`src/rtl/grad4_pkg.sv`:
```
package grad4_pkg;

    typedef enum logic [1:0] {
        DIR_HORZ = 2'd0,
        DIR_VERT = 2'd1,
        DIR_FALL = 2'd2,
        DIR_RISE = 2'd3
    } dir_e;

    typedef enum logic [1:0] {
        M_IDLE  = 2'd0,
        M_RUN   = 2'd1,
        M_DRAIN = 2'd2
    } mode_e;

endpackage

```
`src/rtl/grad4_seq.sv`:
```
// Beat sequencing: frame start, drain after the last pixel, centre coordinates.
module grad4_seq
    import grad4_pkg::*;
#(
    parameter int IMG_W = 64,
    parameter int IMG_H = 48,
    parameter int RW    = 6,
    parameter int CW    = 7
) (
    input  logic          clk,
    input  logic          rst_n,
    input  logic          in_valid,
    input  logic          in_sof,
    output logic          shift_en,
    output logic          drain,
    output logic          win_ok,
    output logic [RW-1:0] ctr_row,
    output logic [CW-1:0] ctr_col,
    output mode_e         mode
);
    localparam int NPIX  = IMG_W * IMG_H;
    localparam int LASTB = NPIX + IMG_W;
    localparam int NBW   = $clog2(LASTB + 1);
    localparam logic [NBW-1:0] PRIME = NBW'(IMG_W + 1);
    localparam logic [NBW-1:0] LPIX  = NBW'(NPIX - 1);
    localparam logic [NBW-1:0] LBEAT = NBW'(LASTB);

    typedef struct packed {
        mode_e          mode;
        logic [NBW-1:0] nb;
        logic [RW-1:0]  row;
        logic [CW-1:0]  col;
        logic           ok;
    } seq_t;

    seq_t s_d, s_q;
    logic restart, beat;
    logic [NBW-1:0] idx;

    always_comb begin
        s_d     = s_q;
        s_d.ok  = 1'b0;
        restart = in_valid && in_sof && (s_q.mode != M_DRAIN);
        beat    = restart || (s_q.mode == M_DRAIN) || (s_q.mode == M_RUN && in_valid);
        idx     = restart ? '0 : s_q.nb;
        if (beat) begin
            s_d.nb = idx + NBW'(1);
            s_d.ok = (idx >= PRIME);
            if (idx == PRIME) begin
                s_d.row = '0;
                s_d.col = '0;
            end else if (idx > PRIME) begin
                if (s_q.col == CW'(IMG_W - 1)) begin
                    s_d.col = '0;
                    s_d.row = s_q.row + RW'(1);
                end else begin
                    s_d.col = s_q.col + CW'(1);
                end
            end
            if (s_q.mode == M_DRAIN) begin
                if (idx == LBEAT) s_d.mode = M_IDLE;
            end else if (idx == LPIX) begin
                s_d.mode = M_DRAIN;
            end else begin
                s_d.mode = M_RUN;
            end
        end
    end

    always_ff @(posedge clk or negedge rst_n) begin
        if (!rst_n) begin
            s_q <= '{mode: M_IDLE, nb: '0, row: '0, col: '0, ok: 1'b0};
        end else begin
            s_q <= s_d;
        end
    end

    assign shift_en = beat;
    assign drain    = (s_q.mode == M_DRAIN);
    assign win_ok   = s_q.ok;
    assign ctr_row  = s_q.row;
    assign ctr_col  = s_q.col;
    assign mode     = s_q.mode;

endmodule

```
`src/rtl/grad4_window.sv`:
```
// Two rows of history plus three columns as one shift chain; exposes the 3x3 taps.
module grad4_window #(
    parameter int IMG_W = 64,
    parameter int PIX_W = 8
) (
    input  logic                        clk,
    input  logic                        rst_n,
    input  logic                        shift_en,
    input  logic [PIX_W-1:0]            pix_in,
    output logic [2:0][2:0][PIX_W-1:0]  win
);
    localparam int NTAP = 2 * IMG_W + 3;

    logic [NTAP-1:0][PIX_W-1:0] chain_d, chain_q;

    always_comb begin
        chain_d = chain_q;
        if (shift_en) chain_d = {chain_q[NTAP-2:0], pix_in};
    end

    always_ff @(posedge clk or negedge rst_n) begin
        if (!rst_n) chain_q <= '0;
        else        chain_q <= chain_d;
    end

    // row 0 = above, 2 = below; column 0 = left, 2 = right
    for (genvar r = 0; r < 3; r++) begin : g_row
        for (genvar c = 0; c < 3; c++) begin : g_col
            assign win[r][c] = chain_q[(2 - r) * IMG_W + (2 - c)];
        end
    end

endmodule

```
`src/rtl/grad4_select.sv`:
```
// Border clamp, four directional differences and tie-ordered maximum.
module grad4_select
    import grad4_pkg::*;
#(
    parameter int IMG_W = 64,
    parameter int IMG_H = 48,
    parameter int PIX_W = 8,
    parameter int RW    = 6,
    parameter int CW    = 7
) (
    input  logic [2:0][2:0][PIX_W-1:0] win,
    input  logic [RW-1:0]              ctr_row,
    input  logic [CW-1:0]              ctr_col,
    output logic [PIX_W:0]             mag,
    output dir_e                       dir
);
    logic [2:0][2:0][PIX_W-1:0] nbh;
    logic [3:0][PIX_W:0]        diff;
    logic [3:0][PIX_W-1:0]      ta, tb;

    always_comb begin
        for (int r = 0; r < 3; r++) begin
            for (int c = 0; c < 3; c++) begin
                int sr, sc;
                sr = r;
                sc = c;
                if (r == 0 && ctr_row == '0)              sr = 1;
                if (r == 2 && ctr_row == RW'(IMG_H - 1))  sr = 1;
                if (c == 0 && ctr_col == '0)              sc = 1;
                if (c == 2 && ctr_col == CW'(IMG_W - 1))  sc = 1;
                nbh[r][c] = win[sr][sc];
            end
        end
        ta[0] = nbh[1][2]; tb[0] = nbh[1][0];
        ta[1] = nbh[2][1]; tb[1] = nbh[0][1];
        ta[2] = nbh[2][2]; tb[2] = nbh[0][0];
        ta[3] = nbh[2][0]; tb[3] = nbh[0][2];
        for (int k = 0; k < 4; k++) begin
            diff[k] = (ta[k] > tb[k]) ? {1'b0, ta[k] - tb[k]} : {1'b0, tb[k] - ta[k]};
        end
        mag = diff[0];
        dir = DIR_HORZ;
        for (int k = 1; k < 4; k++) begin
            if (diff[k] > mag) begin
                mag = diff[k];
                dir = dir_e'(k);
            end
        end
    end

endmodule

```
`src/rtl/edge_grad4.sv`:
```
module edge_grad4
    import grad4_pkg::*;
#(
    parameter int IMG_W = 64,
    parameter int IMG_H = 48,
    parameter int PIX_W = 8
) (
    input  logic             clk,
    input  logic             rst_n,
    input  logic             in_valid,
    input  logic [PIX_W-1:0] in_pix,
    input  logic             in_sof,
    input  logic             in_sol,
    output logic             out_valid,
    output logic [PIX_W:0]   out_mag,
    output logic [1:0]       out_dir
);
    localparam int RW = $clog2(IMG_H + 1);
    localparam int CW = $clog2(IMG_W + 1);

    typedef struct packed {
        logic           valid;
        logic [PIX_W:0] mag;
        dir_e           dir;
    } res_t;

    logic                        shift_en, drain, win_ok;
    logic [RW-1:0]               ctr_row;
    logic [CW-1:0]               ctr_col;
    mode_e                       seq_mode;
    logic [2:0][2:0][PIX_W-1:0]  win;
    logic [PIX_W-1:0]            feed;
    logic [PIX_W:0]              sel_mag;
    dir_e                        sel_dir;
    res_t                        res_d, res_q;
    logic                        sol_unused;

    assign sol_unused = in_sol;
    assign feed       = drain ? '0 : in_pix;

    grad4_seq #(.IMG_W(IMG_W), .IMG_H(IMG_H), .RW(RW), .CW(CW)) u_seq (
        .clk(clk), .rst_n(rst_n), .in_valid(in_valid), .in_sof(in_sof),
        .shift_en(shift_en), .drain(drain), .win_ok(win_ok),
        .ctr_row(ctr_row), .ctr_col(ctr_col), .mode(seq_mode)
    );

    grad4_window #(.IMG_W(IMG_W), .PIX_W(PIX_W)) u_win (
        .clk(clk), .rst_n(rst_n), .shift_en(shift_en), .pix_in(feed), .win(win)
    );

    grad4_select #(.IMG_W(IMG_W), .IMG_H(IMG_H), .PIX_W(PIX_W), .RW(RW), .CW(CW)) u_sel (
        .win(win), .ctr_row(ctr_row), .ctr_col(ctr_col), .mag(sel_mag), .dir(sel_dir)
    );

    always_comb begin
        res_d = res_q;
        res_d.valid = win_ok;
        if (win_ok) begin
            res_d.mag = sel_mag;
            res_d.dir = sel_dir;
        end
    end

    always_ff @(posedge clk or negedge rst_n) begin
        if (!rst_n) res_q <= '{valid: 1'b0, mag: '0, dir: DIR_HORZ};
        else        res_q <= res_d;
    end

    assign out_valid = res_q.valid;
    assign out_mag   = res_q.mag;
    assign out_dir   = res_q.dir;

endmodule

```
`config.mk`:
```
export PLATFORM = sky130hd
export DESIGN_NAME = edge_grad4
export DESIGN_NICKNAME = d
export VERILOG_FILES = /design/src/rtl/grad4_pkg.sv /design/src/rtl/grad4_seq.sv /design/src/rtl/grad4_window.sv /design/src/rtl/grad4_select.sv /design/src/rtl/edge_grad4.sv
export SDC_FILE = /design/constraint.sdc
export NUM_CORES = 2
export LEC_CHECK = 0
export ABC_CLOCK_PERIOD_IN_PS = 11750
export BUFFER_PORTS_ARGS = -buffer_cell sky130_fd_sc_hd__buf_2
export CORE_MARGIN = 2
export CORE_UTILIZATION = 45
export DETAILED_ROUTE_END_ITERATION = 10
export GPL_ROUTABILITY_DRIVEN = 0
export SLEW_MARGIN = 20
export SYNTH_ARGS = -nofsm -noshare
export SYNTH_HDL_FRONTEND = slang
export SYNTH_SLANG_ARGS = --single-unit
```
`constraint.sdc`:
```
create_clock -name clk -period 11.75 [get_ports clk]
set_input_delay 2.35 -clock clk [delete_from_list [all_inputs] [get_ports clk]]
set_output_delay 2.35 -clock clk [all_outputs]
set_load 0.01 [all_outputs]
```
==> flow_summary.yaml <==
drt:
  num_vias: 32090
  drc_errors: 0
  wl_um: 88000
  dr.first_iter.drc_count: 2933
  post_drt_wl_per_cell_um: 13.4
  antenna_left: 0
  drt-vias-per-instance: 4.88
  dr.pass1.iters: 6
sta:
  maxSlewHeadroom_pct: 29.6
  drv_slew: 0
  fin_skew_ns: 0.0341
  fin_crit_sh_pct: 87.3
  setup_viol: 0
  fin_crit_ns: 10.26
  whs_ns: 0.459
  hold_viol: 0
  tns_ns: 0
  rsz0062_at_grt: "false"
  fmax_ghz: 0.0975
  tightest_slew_ns: 1.06
worst_setup_path:
  rr_worst_depth: 44
  end_kind: "register"
  r2r_setup_slack_ns: 1.49
  worst_r2r_endpoint: "out_mag[5]$_DFFE_PN0P_"
  crit_arrival_ns: 10.80
  reg2reg_from: "u_seq.ctr_row[0]$_DFFE_PN0P_"
  worst_path_most_repeated_cell: "ha_1"
  crit_type: "register to register"
  crit_required_ns: 12.29
  slowest_stage: "nor3_2"
  slowest_delay_ns: 0.71
  crit_fanout: 14
  start_kind: "register"
global_route:
  grt_max_degree: 245
  grt_pass1_wl_um: 152000
  grt-ovfl-total: 0
  grtUsageTotal_pct: 17.3
  grt_antenna_before_repair: 0
  grt_pass1_vias: 30443
hold_path:
  hold_start: "u_win.chain_q[731]$_DFFE_PN0P_"
  min_path_cells: 2
  min_path_type: "register to register"
  min_to: "u_win.chain_q[739]$_DFFE_PN0P_"
floorplan:
  coreArea_um2: 100000
  die_h_um: 322
  die_area_um2: 104000
  ios: 25
  die_w_um: 322
  start_util_pct: 45.4
  num_rows: 116
final_layout:
  syn2layout_area_growth_pct: 10.5
  drive_gt1_share_pct: 5.04
  utilization_pct: 50.2
  fin_nets: 5293
  fin_cells: 6572
  final_cell_area_um2: 50200
  antenna_cells: 0
synthesis:
  synth.cell_area_um2: 45500
  synth_top_area_share_pct: 59.8
  synthArstFlopShare_pct: 100
  synth-simple-area-share_pct: 28.7
  synth-edff-count: 0
  synth_top_family_by_area: "simple AND/OR/NAND/NOR gates"
  synth_area_leaders: "dfrtp_1, nand2_1, ha_1, clkbuf_1, mux2i_1"
  netlist_instances: 5282
  seq_area_frac_synth_pct: 59.8
  ys_seq_elements: 1087
  synth_area_leader_cell: "dfrtp_1"
  synth_xor_area_share_pct: 0.636
  syn-num-nets: 5390
  yosysWarnings: 0
  synthFlopType: "dfrtp_1"
  synthAdderAreaFrac_pct: 2.79
  synth.area.mux_share_pct: 2.04
  avgSynthCellArea_um2: 8.61
  synth_compound_area_share_pct: 2.89
  synth_cell_types: 69
clocking:
  htreeDepth: 3
  postCtsSetupRepairBufs: 0
  clock_latency_ns: 0.70
  cts.sinks: 1087
  clk_pin_slew_ns: 0.06
  cts.path.max_buffers: 3
  cts_buffers: 110
  postCtsHoldBufs: 0
  ctsResizeCount: 0
  cts_tree: "yes"
  clock-root-buffer: "clkbuf_16"
pwr:
  p_leak_nw: 28.5
  vdd_drop_max_mv: 0.120
  clkPwrFrac_pct: 41.7
  netSwitchingPower_w: 0.00215
  combPwrFrac_pct: 10.9
  seqPwrFrac_pct: 47.4
  p_per_area_nw_per_um2: 166
  p_sw_share_pct: 25.7
  p_int_w: 0.00621
placed_design:
  placed_cell_area_um2: 46600
  placedCellCount: 6370
  post-dp-hpwl_um: 51600
  numPortBuffers: 22
job:
  cap_viol_max_count: 0
run_status:
  status: "completed"
-- synth_stat cells, types with 10 or more instances --
| cell type | number |
|---|---|
| buf_1 | 15 |
| inv_1 | 105 |
| nor2_1 | 52 |
| a21o_1 | 20 |
| nand4_1 | 18 |
| clkbuf_1 | 243 |
| nand2b_1 | 15 |
| xor2_1 | 10 |
| mux2_2 | 26 |
| a21oi_1 | 62 |
| ha_1 | 87 |
| dfrtp_1 | 1087 |
| mux2i_1 | 62 |
| nor2b_1 | 16 |
| nand3_1 | 35 |
| xnor2_1 | 23 |
| o21ai_0 | 67 |
| nand2_1 | 3226 |
-- kinds of logic (layout without fill, tap and decap cells) --
group | count (synthesis) | count (layout)
AOI/OAI and AO/OA | 208 | 208
xor gates and xnor gates | 33 | 33
adders and majority gates | 97 | 97
buffers and inverters | 367 | 359
DFF | 1087 | 1087
muxes | 89 | 89
other | 1 | 1
and+or+nand+nor | 3400 | 3400
-- per-stage QoR --
step                total power [W]  setup WS [ns]
finish                      0.00836           1.49
global route                0.00877          0.669
CTS                         0.00848           1.54
detailed placement          0.00495           1.58
global placement            0.00493           1.75
floorplan                   0.00467           2.71
-- area by class of cell --
class / count / area, um2
Fill cell: 9454 / 49900
Timing Repair Buffer: 53 / 485
Tap cell: 1298 / 1620
Multi-Input combinational cell: 3828 / 16900
Inverter: 105 / 394
Clock buffer: 171 / 3280
Sequential cell: 1087 / 27200
Clock inverter: 30 / 368
-- power by group through the flow --
stage / combinational [W] / sequential (W) / clock [W]
floorplan: 0.000670 / 0.00400 / 0
global route: 0.00105 / 0.00398 / 0.00374
detailed placement: 0.000917 / 0.00403 / 0
CTS: 0.000921 / 0.00396 / 0.00359
finish: 0.000910 / 0.00396 / 0.00348
global placement: 0.000903 / 0.00403 / 0
-- registers in the layout, summed over array words and instances, names as in the netlist --
name / count
u_seq.mode: 2
u_seq.s_q: 12
u_seq.ctr_row: 6
out_mag: 8
out_dir: 2
out_valid: 1
u_seq.ctr_col: 7
u_seq.win_ok: 1
u_win.chain_q: 976
u_win.win: 72
-- cells in the final DEF (no fill, tap or decap), drive strengths merged, types with 6 or more instances in the layout --
master | netlist | final
o21ai | 68 | 68
ha | 87 | 87
nor3 | 6 | 6
nor2 | 52 | 52
buf | 19 | 53
dfrtp | 1087 | 1087
inv | 105 | 105
nand3 | 35 | 35
nand4 | 18 | 18
a21oi | 62 | 62
o221ai | 8 | 8
nor2b | 16 | 16
and3 | 6 | 6
xnor2 | 23 | 23
clkinv | 0 | 23
a211oi | 6 | 6
xor2 | 10 | 10
a221oi | 7 | 7
fa | 8 | 8
nand2 | 3227 | 3227
a21o | 21 | 21
clkbuf | 243 | 171
mux2i | 62 | 62
mux2 | 27 | 27
nand2b | 15 | 15
-- metal layers --
metal | global-route usage [%] | wire length, um | up-vias
met5 | 0 | 0 | -
met4 | 4.75 | 1680 | 0
met3 | 2.59 | 3470 | 126
met2 | 25.2 | 37300 | 426
met1 | 26.9 | 45500 | 15472
li1 | - | - | 16066
-- critical path: cells and delay by family (launching register included) --
family	cells	cell delay, ns
AO/OA/AOI/OAI	15	2.82
XOR/XNOR	1	0.25
adder cells (fa/ha/maj)	5	1.46
buffers and inverters	3	0.33
flip-flops	1	0.39
multiplexers	4	1.57
AND/OR/NAND/NOR	16	3.25
-- worst max-delay path by stage --
stage / endpoint / start / cells past startpoint / slack, ns
detailed placement: out_mag[2]$_DFFE_PN0P_ / u_seq.ctr_row[0]$_DFFE_PN0P_ / 44 / 1.58
finish: out_mag[5]$_DFFE_PN0P_ / u_seq.ctr_row[0]$_DFFE_PN0P_ / 44 / 1.49
global placement: out_mag[5]$_DFFE_PN0P_ / u_seq.ctr_row[0]$_DFFE_PN0P_ / 44 / 1.75
global route: out_mag[5]$_DFFE_PN0P_ / u_seq.ctr_row[0]$_DFFE_PN0P_ / 44 / 0.67
CTS: out_mag[5]$_DFFE_PN0P_ / u_seq.ctr_row[0]$_DFFE_PN0P_ / 44 / 1.54
floorplan: out_mag[0]$_DFFE_PN0P_ / u_seq.ctr_row[0]$_DFFE_PN0P_ / 48 / 2.71
No activity file was read; power rests on OpenSTA's default activity.
